File: src/rtl/pkg_sleep_ctrl_pkg.sv
package pkg_sleep_ctrl_pkg;

    localparam int EVT_W = 5;
    localparam int EVT_SMI   = 0;
    localparam int EVT_INIT  = 1;
    localparam int EVT_BINIT = 2;
    localparam int EVT_LINT0 = 3;
    localparam int EVT_LINT1 = 4;

    typedef enum logic [2:0] {
        ST_NORMAL,
        ST_ENTRY,
        ST_GRANT,
        ST_SNOOP,
        ST_SLEEP
    } pstate_t;

    localparam logic [1:0] CODE_NORMAL = 2'b00;
    localparam logic [1:0] CODE_GRANT  = 2'b01;
    localparam logic [1:0] CODE_SNOOP  = 2'b10;
    localparam logic [1:0] CODE_SLEEP  = 2'b11;

    function automatic logic [1:0] code_of(input pstate_t s);
        unique case (s)
            ST_GRANT: code_of = CODE_GRANT;
            ST_SNOOP: code_of = CODE_SNOOP;
            ST_SLEEP: code_of = CODE_SLEEP;
            default:  code_of = CODE_NORMAL;
        endcase
    endfunction

endpackage

File: src/rtl/pss_entry_timer.sv
module pss_entry_timer #(
    parameter int DELAY = 20
) (
    input  logic clk_i,
    input  logic por_n_i,
    input  logic load_i,
    input  logic clear_i,
    output logic expired_o
);
    localparam int CW = (DELAY > 1) ? $clog2(DELAY) : 1;
    localparam logic [CW-1:0] LOAD_VAL = CW'(DELAY - 1);

    logic [CW-1:0] cnt_q;

    always_ff @(posedge clk_i or negedge por_n_i) begin
        if (!por_n_i) begin
            cnt_q <= '0;
        end else if (clear_i) begin
            cnt_q <= '0;
        end else if (load_i) begin
            cnt_q <= LOAD_VAL;
        end else if (cnt_q != '0) begin
            cnt_q <= cnt_q - 1'b1;
        end
    end

    assign expired_o = (cnt_q == '0);
endmodule

File: src/rtl/pss_event_latch.sv
module pss_event_latch #(
    parameter int N    = 5,
    parameter int SYNC = 2
) (
    input  logic         clk_i,
    input  logic         por_n_i,
    input  logic [N-1:0] evt_async_i,
    input  logic         capture_i,
    input  logic         release_i,
    input  logic         flush_i,
    output logic [N-1:0] evt_seen_o,
    output logic [N-1:0] latched_o,
    output logic [N-1:0] service_o
);
    genvar g;
    generate
        for (g = 0; g < N; g++) begin : g_sync
            logic [SYNC-1:0] chain_q;
            always_ff @(posedge clk_i or negedge por_n_i) begin
                if (!por_n_i) begin
                    chain_q <= '0;
                end else begin
                    chain_q <= {chain_q[SYNC-2:0], evt_async_i[g]};
                end
            end
            assign evt_seen_o[g] = chain_q[SYNC-1];
        end
    endgenerate

    always_ff @(posedge clk_i or negedge por_n_i) begin
        if (!por_n_i) begin
            latched_o <= '0;
            service_o <= '0;
        end else begin
            service_o <= '0;
            if (flush_i) begin
                latched_o <= '0;
            end else if (release_i) begin
                service_o <= latched_o;
                latched_o <= '0;
            end else if (capture_i) begin
                latched_o <= latched_o | evt_seen_o;
            end
        end
    end
endmodule

File: src/rtl/pkg_sleep_ctrl.sv
module pkg_sleep_ctrl
    import pkg_sleep_ctrl_pkg::*;
#(
    parameter int ENTRY_DELAY = 20,
    parameter int SYNC_STAGES = 2
) (
    input  logic             clk_i,
    input  logic             por_n_i,
    input  logic             rst_n_i,
    input  logic             stop_clk_n_i,
    input  logic             sleep_n_i,
    input  logic             grant_ack_i,
    input  logic             snoop_start_i,
    input  logic             snoop_done_i,
    input  logic [EVT_W-1:0] wake_evt_i,
    output logic [1:0]       state_o,
    output logic [EVT_W-1:0] evt_latched_o,
    output logic [EVT_W-1:0] evt_service_o,
    output logic             pend_break_n_o,
    output logic             viol_o
);
    pstate_t cur_q, nxt;
    logic load, clr, capture, release_evt, flush, expired, viol_now;
    logic [EVT_W-1:0] seen;

    pss_entry_timer #(.DELAY(ENTRY_DELAY)) u_timer (
        .clk_i     (clk_i),
        .por_n_i   (por_n_i),
        .load_i    (load),
        .clear_i   (clr),
        .expired_o (expired)
    );

    pss_event_latch #(.N(EVT_W), .SYNC(SYNC_STAGES)) u_events (
        .clk_i       (clk_i),
        .por_n_i     (por_n_i),
        .evt_async_i (wake_evt_i),
        .capture_i   (capture),
        .release_i   (release_evt),
        .flush_i     (flush),
        .evt_seen_o  (seen),
        .latched_o   (evt_latched_o),
        .service_o   (evt_service_o)
    );

    // State register
    always_ff @(posedge clk_i or negedge por_n_i) begin
        if (!por_n_i) cur_q <= ST_NORMAL;
        else          cur_q <= nxt;
    end

    // Next state and control strobes
    always_comb begin
        nxt         = cur_q;
        load        = 1'b0;
        clr         = 1'b0;
        capture     = 1'b0;
        release_evt = 1'b0;
        flush       = 1'b0;
        unique case (cur_q)
            ST_NORMAL: begin
                if (!stop_clk_n_i && grant_ack_i) begin
                    nxt  = ST_ENTRY;
                    load = 1'b1;
                end
            end
            ST_ENTRY: begin
                if (stop_clk_n_i) begin
                    nxt = ST_NORMAL;
                    clr = 1'b1;
                end else if (expired) begin
                    nxt = ST_GRANT;
                end
            end
            ST_GRANT: begin
                capture = 1'b1;
                if (!sleep_n_i) begin
                    nxt = ST_SLEEP;
                end else if (snoop_start_i) begin
                    nxt = ST_SNOOP;
                end else if (stop_clk_n_i) begin
                    nxt         = ST_NORMAL;
                    release_evt = 1'b1;
                end
            end
            ST_SNOOP: begin
                capture = 1'b1;
                if (snoop_done_i) nxt = ST_GRANT;
            end
            ST_SLEEP: begin
                if (sleep_n_i) nxt = ST_GRANT;
            end
            default: nxt = ST_NORMAL;
        endcase
        if (!rst_n_i) begin
            flush       = 1'b1;
            clr         = 1'b1;
            load        = 1'b0;
            capture     = 1'b0;
            release_evt = 1'b0;
            nxt = (cur_q == ST_GRANT || cur_q == ST_SNOOP) ? ST_GRANT : ST_NORMAL;
        end
    end

    // Violation detection
    always_comb begin
        viol_now = 1'b0;
        if (!sleep_n_i && !(cur_q == ST_GRANT || cur_q == ST_SLEEP)) viol_now = 1'b1;
        if (cur_q == ST_SLEEP &&
            (stop_clk_n_i || grant_ack_i || snoop_start_i || snoop_done_i || (|seen)))
            viol_now = 1'b1;
    end

    always_ff @(posedge clk_i or negedge por_n_i) begin
        if (!por_n_i)     viol_o <= 1'b0;
        else if (!rst_n_i) viol_o <= 1'b0;
        else              viol_o <= viol_now;
    end

    // Outputs
    always_comb begin
        state_o        = code_of(cur_q);
        pend_break_n_o = !((cur_q == ST_GRANT || cur_q == ST_SNOOP) && (|evt_latched_o));
    end
endmodule

File: config.mk
export PLATFORM = sky130hd
export DESIGN_NAME = pkg_sleep_ctrl
export DESIGN_NICKNAME = d
export VERILOG_FILES = /design/src/rtl/pkg_sleep_ctrl_pkg.sv /design/src/rtl/pss_entry_timer.sv /design/src/rtl/pss_event_latch.sv /design/src/rtl/pkg_sleep_ctrl.sv
export SDC_FILE = /design/constraint.sdc
export NUM_CORES = 1
export LEC_CHECK = 0
export CAP_MARGIN = 20
export CORE_MARGIN = 1
export CORE_UTILIZATION = 44
export DETAILED_ROUTE_END_ITERATION = 8
export PLACE_DENSITY = 0.74
export SLEW_MARGIN = 25
export SYNTH_ARGS = -nofsm -noshare
export SYNTH_HDL_FRONTEND = slang
export SYNTH_SLANG_ARGS = --single-unit
File: constraint.sdc
create_clock -name clk_i -period 1.9 [get_ports clk_i]
set_clock_uncertainty 0.2 [all_clocks]
set_input_delay 0.19 -clock clk_i [delete_from_list [all_inputs] [get_ports clk_i]]
set_output_delay 0.19 -clock clk_i [all_outputs]
set_load 0.05 [all_outputs]
; ---- Yosys cells after proc, flatten, opt, wreduce, memory -nomap -nowiden
; Cells that the tools add are included.
[op_classes]
add_sub_neg = 1
n_eq_ne = 10
mux = 35
bitwise_logic = 1
reduce_logical = 22
[op_table]
columns = cell, count
row1 = 5-bit 2-to-1 mux, 8
row2 = 3-bit 2-to-1 mux, 9
row3 = 1-bit 2-to-1 mux, 15
row4 = 3-bit one-hot mux with 5 select lines, 1
row5 = 5-bit OR reduction, 2
row6 = "3-bit != test, second input constant", 3
row7 = "3-bit by 2-bit == test with 1-bit output, second input constant", 2
row8 = 1-bit logical OR, 6
row9 = 2-bit one-hot mux with 3 select lines, 1
row10 = 5-bit logical NOT, 1
row11 = "5-bit != test, second input constant", 1
row12 = 5-bit bitwise OR, 1
row13 = 5-bit AND reduction, 1
row14 = 5-bit nonzero test, 1
row15 = "5-bit by 1-bit subtractor with 5-bit output, second input constant", 1
row16 = 1-bit logical AND, 4
row17 = 1-bit logical NOT, 4
row18 = "4-bit != test, second input constant", 1
row19 = "3-bit by 1-bit == test with 1-bit output, second input constant", 1
row20 = "3-bit == test, second input constant", 1
row21 = 3-bit logical NOT, 1
row22 = "3-bit by 1-bit != test with 1-bit output, second input constant", 1
row23 = 3-bit nonzero test, 1
row24 = 2-bit 2-to-1 mux, 1
row25 = 2-bit OR reduction, 1
[totals]
register_bits = 29
input_bits = 13
output_inout_bits = 14
wordCells = 79

; ---- Logic depth before layout (Yosys ltp)
; Gate-level depths: netlist of run 1.
[depth]
word_depth = 7
depth_mapped = 6
ltp_nobuf = 6

; ---- Hierarchy
; Synthesis of run 1 repeated with hierarchy kept, for this count alone.
[hier_totals]
cells_unflattened = 115
hier_area_um2 = 1306.3
[by_module_without_submodules]
columns = module, instances, cells_each, area_per_inst_um2, seq_area_each_um2
row1 = pss_event_latch, 1, 41, 633.1, 500.5
row2 = pkg_sleep_ctrl, 1, 50, 401.6, 100.1
row3 = pss_entry_timer, 1, 24, 271.5, 125.1

; ---- Worst setup path after synthesis of run 1
; OpenSTA, ideal clock, no wires.
[synth_path]
kind = register -> output
from = register u_events.latched_o[2]
to = output port pend_break_n_o
arrival_ns = 2.222
required_time_ns = 1.510
slack_ns = -0.712
path_stages_with_launch = 3
n_path_buf = 0
cell_sequence = dfrtp_1 or4_1 o21ai_0
[synth_between]
elab_chain_cells = 3
[synth_lines]
columns = element, line_no
row1 = "start, declared", pss_event_latch.sv:12  ; output logic [N-1:0] latched_o,
row2 = "start signal, assigned", pss_event_latch.sv:42  ; latched_o <= latched_o | evt_seen_o;
row3 = 5-bit OR reduction, pkg_sleep_ctrl.sv:123  ; pend_break_n_o = !((cur_q == ST_GRANT || cur_q == ST_SNOOP) && (|evt_latched_o));
row4 = 1-bit logical AND, pkg_sleep_ctrl.sv:123
row5 = 1-bit logical NOT, pkg_sleep_ctrl.sv:123
row6 = "end, declared", pkg_sleep_ctrl.sv:19  ; output logic pend_break_n_o,
; No other way between the ends.

; ---- Worst setup path in the final report of run 1
[layout_path]
from = register u_events.latched_o[1]
to = output port pend_break_n_o
; The elaborated chain is that of the path after synthesis.

==> qor.yml, run 1 <==
cts:
  numCtsBuffers: 5
  clk_latency_ns: 0.33
  htreeDepth: 2
  cts-root-buf: "clkbuf_4"
  cts.clk_slew.worst_paths_ns: 0.10
  clockBufferDepth: 2
  cts_sinks: 29
  cts_tree: "yes"
  hold_buffers: 0
worst_hold_path:
  hp-class: "primary input to asynchronous set/reset pin"
logic_synthesis:
  synth_cell_types: 36
  syn_inst: 109
  synth-seq-cells: 29
  seq_area_frac_synth_pct: 59.7
  synth_top_area_share_pct: 59.7
  ys_warn_count: 0
  synth_top_flop_cell: "dfrtp_1"
  synth_area_um2: 1210
  synth_top_cells_by_count: "dfrtp_1 (29), nor2_1 (13), a21oi_1 (10)"
  yosysTopAreaCell: "dfrtp_1"
  synth.avg_cell_area_um2: 11.1
  synthArstFlopShare_pct: 100
  syn-num-nets: 123
  synth_most_common_cell: "dfrtp_1"
  synth_edf_count: 0
  yosys-top-cells-area: "dfrtp_1 (60%), a21oi_1 (4.1%), nor2_1 (4.0%)"
timing:
  slew_viol_final: 0
  tightest_slew_ns: 0.507
  min_period_over_period_pct: 104
  rsz0062_at_grt: "yes"
  slew_headroom_pct: 66.1
  finalSetupViolCount: 1
  period_needed_ns: 1.98
  fin_setup_tns_ns: -0.0806
  setup_slack_ns: -0.0806
  fmax_ghz: 0.505
  finalHoldViolCount: 0
route:
  vias: 1011
  wl_per_cell_um: 16.0
  routed_via_density: 5.46
  ant_nets: 0
  totalWireLength_mm: 2.97
  remaining_drc_errors: 0
  drt_iter0_markers: 38
  drt_first_pass_iters: 4
cells_and_area:
  nets: 168
  area_growth_pct: 48.5
  diodes: 0
  drive_gt1_share_pct: 30.3
global_routing:
  first_global_vias: 939
  antenna_found_initial: 0
  grt_pass1_wl_mm: 4.44
  grt_start_max_net_pins: 30
  grt-ovfl-total: 0
  grt_usage_pct: 22.9
status:
  violations: "negative setup slack"
  status: "finished with violations"
setup_path:
  cp.required_ns: 1.51
  crit_type: "flip-flop to output port"
  critPathMaxFanout: 2
  crit_path_end_kind: "output port"
  crit_path_start_kind: "flip-flop"
  critPathArrivalTime_ns: 1.59
floorplanning:
  die_area_um2: 2980
  die_w_um: 54.5
  coreArea_um2: 2540
  ioPinCount: 27
  die_h_um: 54.5
  initial_core_util_pct: 47.7
  rows: 18
placed_design:
  dp_slack_ns: -0.219
  gp_congestion: 1.02
  hpwlAfterDp_mm: 1.94
  port_buffers: 26
power:
  p_sw_mw: 0.911
  power.leakage_nw: 0.883
  p_comb_share_pct: 44.9
  p_seq_share_pct: 33.6
  switching_share_pct: 36.6
  ir_drop_v: 0.00122
  powerDensity_nw_per_um2: 1380
  p_clk_share_pct: 21.5
  power.internal_mw: 1.58
run:
  drv_cap: 0
==> final timing paths <==
kind | slack [ns] | cells after the start | startpoint | end
worst max-delay path | -0.08 | 3 | u_events.latched_o[1]$_DFFE_PN0P_ | pend_break_n_o
worst min-delay path | 0.03 | 2 | por_n_i | u_events.latched_o[4]$_DFFE_PN0P_
worst max register to register | 0.05 | 4 | cur_q[2]$_DFFE_PN0P_ | cur_q[1]$_DFFE_PN0P_
worst min register to register | 0.15 | 0 | u_events.g_sync[2].chain_q[0]$_DFF_PN0_ | u_events.g_sync[2].chain_q[1]$_DFF_PN0_
max in group asynchronous | 1.19 | 2 | por_n_i | cur_q[1]$_DFFE_PN0P_
min in group clk_i | 0.09 | 1 | wake_evt_i[3] | u_events.g_sync[3].chain_q[0]$_DFF_PN0_
==> metal layers <==
layer | part of all wire [%] | GRT usage [%] | vias to the layer above
met5 | 0 | 0 | -
met4 | 3.0 | 12.4 | 0
met3 | 6.8 | 8.89 | 13
met2 | 51 | 37.4 | 47
met1 | 39 | 25.5 | 484
li1 | - | - | 467
==> metrics by stage <==
| stage | instance area, um2 | utilization (%) | hold WS (ns) | power, mW | instances |
|---|---|---|---|---|---|
| floorplan | 1230 | - | -0.306 | 1.46 | 109 |
| global placement | 1600 | 63.0 | 0.133 | 1.75 | 171 |
| detailed placement | 1600 | 63.0 | 0.135 | 1.80 | 171 |
| CTS | 1720 | 67.7 | 0.0265 | 2.39 | 181 |
| global route | 1800 | 70.9 | 0.0575 | 2.63 | 185 |
| finish | 1800 | 70.9 | 0.0291 | 2.49 | 185 |
==> logic make-up (layout without fill, tap and decap cells) <==
kind of cell    after synthesis  after routing  share of synthesized area [%]
fa+ha+maj                     1              1                           1.03
flops                        29             29                           59.7
mux                           3              3                           2.68
xor+xnor                      3              3                           2.16
simple gates                 42             42                           18.7
buf+inv                       9             55                           3.71
compound gates               22             22                           11.9
==> sequential cells by signal (all words and copies together), names as in the netlist <==
name / flops
cur_q: 3
u_events.service_o: 5
u_events.latched_o: 5
u_timer.cnt_q: 5
u_events.g_sync.chain_q: 10
viol_o: 1
==> layout make-up <==
| type | instances | area (um2) |
|---|---|---|
| Tap cell | 30 | 37.5 |
| Multi-Input combinational cell | 71 | 504 |
| Clock inverter | 1 | 30.0 |
| Inverter | 4 | 15.0 |
| Sequential cell | 29 | 727 |
| Clock buffer | 7 | 55.1 |
| Fill cell | 168 | 741 |
| Timing Repair Buffer | 43 | 435 |
==> power by group through the flow <==
stage               logic (mW)  registers (mW)  clock network, mW
finish                    1.12           0.837              0.536
global route              1.20           0.847              0.576
CTS                       1.02           0.826              0.545
detailed placement       0.965           0.838                  0
global placement         0.913           0.834                  0
floorplan                0.584           0.877                  0
==> layout by cell type, fill, tap and decap left out, types with 3 or more instances in the layout <==
cell	Yosys	final
inv_1	4	3
a21oi_1	10	10
nor2_1	13	12
dlymetal6s2s_1	0	4
nand2_1	8	6
xnor2_1	3	3
buf_12	0	4
clkbuf_4	0	5
dfrtp_1	29	28
clkdlybuf4s50_1	0	14
buf_4	0	19
and2_1	5	5
nor3_1	3	3
==> worst max-delay path: stages, from the launching register on <==
cell and delay [ns]:
dfrtp_1 0.41, or4_4 0.53, o21ai_4 0.16, buf_12 0.15
==> timing repair <==
item | in CTS | in global routing
pin swaps | 1 | 2
buffers inserted | 2 | 4
gates resized for setup | 7 | 11
setup endpoints to repair | 3 | 9
hold endpoints to repair | 0 | 0
No activity file was read; power rests on OpenSTA's default activity.
==> run 2, diff against run 1 <==
Settings changed: PLACE_DENSITY 0.74 to 0.8.
==> run 2 against run 1 <==
  * Total power is 3.0% higher
  * Clock power rose by 0.7%
  * Critical path depth stayed put
  * Combinational power increased by 6%
  * Final cell count increased by 3.2%
  * Sequential share of layout area fell by 0.66 points
  * Critical endpoint unchanged
  * The run still ends with negative setup slack left
  * Largest power group unchanged
  * Design area up 1.7%
==> qor.yml, run 2 (same netlist as run 1, synthesis figures left out) <==
global_routing:
  first_global_vias: 1023
  grt_pass1_wl_mm: 4.40
  grt-ovfl-total: 0
  grt_start_max_net_pins: 30
  antenna_found_initial: 0
  grt_usage_pct: 22.3
setup_path:
  regToRegStartpoint: "cur_q[2]$_DFFE_PN0P_"
  worst-r2r-cell-count: 4
  crit_start: "u_events.latched_o[0]$_DFFE_PN0P_"
  critPathTopFamily: "simple AND/OR/NAND/NOR gates"
  slowest_stage: "or4_4"
  worst-path-stages: 3
  cpPeakStageDelay_ns: 0.51
  crit_path_end_kind: "output port"
  crit_path_start_kind: "flip-flop"
  cp.required_ns: 1.51
  critPathMaxFanout: 4
  critPathArrivalTime_ns: 1.60
  crit_type: "flip-flop to output port"
  crit_chain: "or4_4 > o21ai_4 > buf_12"
  worstPathBufferInverterCount: 1
cts:
  numCtsBuffers: 5
  htreeDepth: 2
  clk_latency_ns: 0.34
  cts_sinks: 29
  cts-root-buf: "clkbuf_4"
  hold_buffers: 0
  clockBufferDepth: 2
  cts_tree: "yes"
  cts.clk_slew.worst_paths_ns: 0.10
cells_and_area:
  regMostFlops: "u_events.g_sync.chain_q"
  regArea_um2: 727
  nFillCells: 177
  area_growth_pct: 51.0
  diodes: 0
  drive_gt1_share_pct: 34.2
  multi_input_area_um2: 498
  mostFrequentLayoutCell: "dfrtp_1"
  finalNonFillerCells: 191
  nets: 174
  utilization_pct: 72.1
  final_cell_mix: "dfrtp_1 (28), buf_4 (26), clkdlybuf4s50_1 (14), nor2_1 (12), a21oi_1 (9)"
  largest_reg_flops: 10
route:
  wl_per_cell_um: 15.4
  remaining_drc_errors: 0
  totalWireLength_mm: 2.94
  drt_first_pass_iters: 6
  ant_nets: 0
  routed_via_density: 5.51
  vias: 1053
  drt_iter0_markers: 36
timing:
  fin_setup_tns_ns: -0.0890
  slew_headroom_pct: 66.3
  period_needed_ns: 1.99
  setup_slack_ns: -0.0878
  min_period_over_period_pct: 105
  fmax_ghz: 0.503
  finalHoldViolCount: 0
  rsz0062_at_grt: "yes"
  whs_ns: 0.0114
  finalSetupViolCount: 2
  slew_viol_final: 0
  tightest_slew_ns: 0.504
floorplanning:
  die_w_um: 54.5
  die_h_um: 54.5
  initial_core_util_pct: 47.7
  coreArea_um2: 2540
  ioPinCount: 27
  die_area_um2: 2980
  rows: 18
power:
  power.internal_mw: 1.63
  ir_drop_v: 0.000883
  power.leakage_nw: 0.910
  p_clk_share_pct: 21.0
  powerDensity_nw_per_um2: 1400
  switching_share_pct: 36.3
  p_seq_share_pct: 32.7
  p_sw_mw: 0.931
  p_comb_share_pct: 46.3
worst_hold_path:
  hp-class: "primary input to asynchronous set/reset pin"
placed_design:
  place_inst: 171
  hpwlAfterDp_mm: 1.83
  gp_congestion: 0.943
  port_buffers: 26
status:
  status: "finished with violations"
  violations: "negative setup slack"
run:
  drv_cap: 0
[run 2: cell count changes in the layout (fill, tap and decap cells not counted), sizes merged]
cell / previous run / this run
clkbuf: 7 / 6
buf: 25 / 31
clkinvlp: 0 / 1
[run 2: layout make-up]
class | instances | area share, %
inverters | 4 | 0.819
flip-flops and latches | 29 | 39.6
clock buffers | 6 | 2.80
clock inverters | 2 | 2.05
multi-input cells | 71 | 27.1
repair buffers | 49 | 25.5
well taps | 30 | 2.05
[run 2: power groups by stage]
stage          logic [mW]  registers, mW  clock network (mW)
2_1_floorplan       0.584          0.877                   0
3_3_place_gp        0.910          0.835                   0
3_5_place_dp        0.947          0.841                   0
4_1_cts              1.00          0.831               0.549
5_1_grt              1.28          0.850               0.580
6_report             1.19          0.837               0.540
[run 2: metal layers]
layer | global-route usage [%] | share of wire (%)
met2 | 38.4 | 53
met1 | 23.8 | 36
met3 | 6.11 | 8.0
met4 | 14.5 | 3.3
met5 | 0 | 0
[run 2: worst paths after layout]
check	to	slack [ns]
setup / recovery	pend_break_n_o	-0.09
hold / removal	u_events.service_o[1]$_DFF_PN0_	0.01
hold reg to reg	u_events.g_sync[2].chain_q[1]$_DFF_PN0_	0.15
min in group clk_i	u_events.g_sync[1].chain_q[0]$_DFF_PN0_	0.08
max in group asynchronous	cur_q[1]$_DFFE_PN0P_	1.21
setup reg to reg	cur_q[1]$_DFFE_PN0P_	0
[run 2: timing repair]
item,in CTS,in global routing
gates cloned,0,0
buffers inserted,2,10
setup endpoints to repair,2,8
gates resized for setup,6,12
pin swaps,0,2
hold endpoints to repair,0,0
[run 2: per-stage QoR]
stage | power, mW | instance area (um2) | setup slack (ns)
final | 2.56 | 1830 | -0.0878
after global routing | 2.71 | 1830 | -0.128
after CTS | 2.38 | 1730 | -0.0943
after detailed placement | 1.79 | 1600 | -0.226
after global placement | 1.75 | 1600 | -0.162
after floorplan | 1.46 | 1230 | -0.0114
[run 2: worst reg2reg max path, stage by stage (launching register included)]
cell     delay (ns)
dfrtp_1        0.41
or3b_1         0.39
a32o_1         0.29
a22oi_2        0.18
mux2_4         0.32
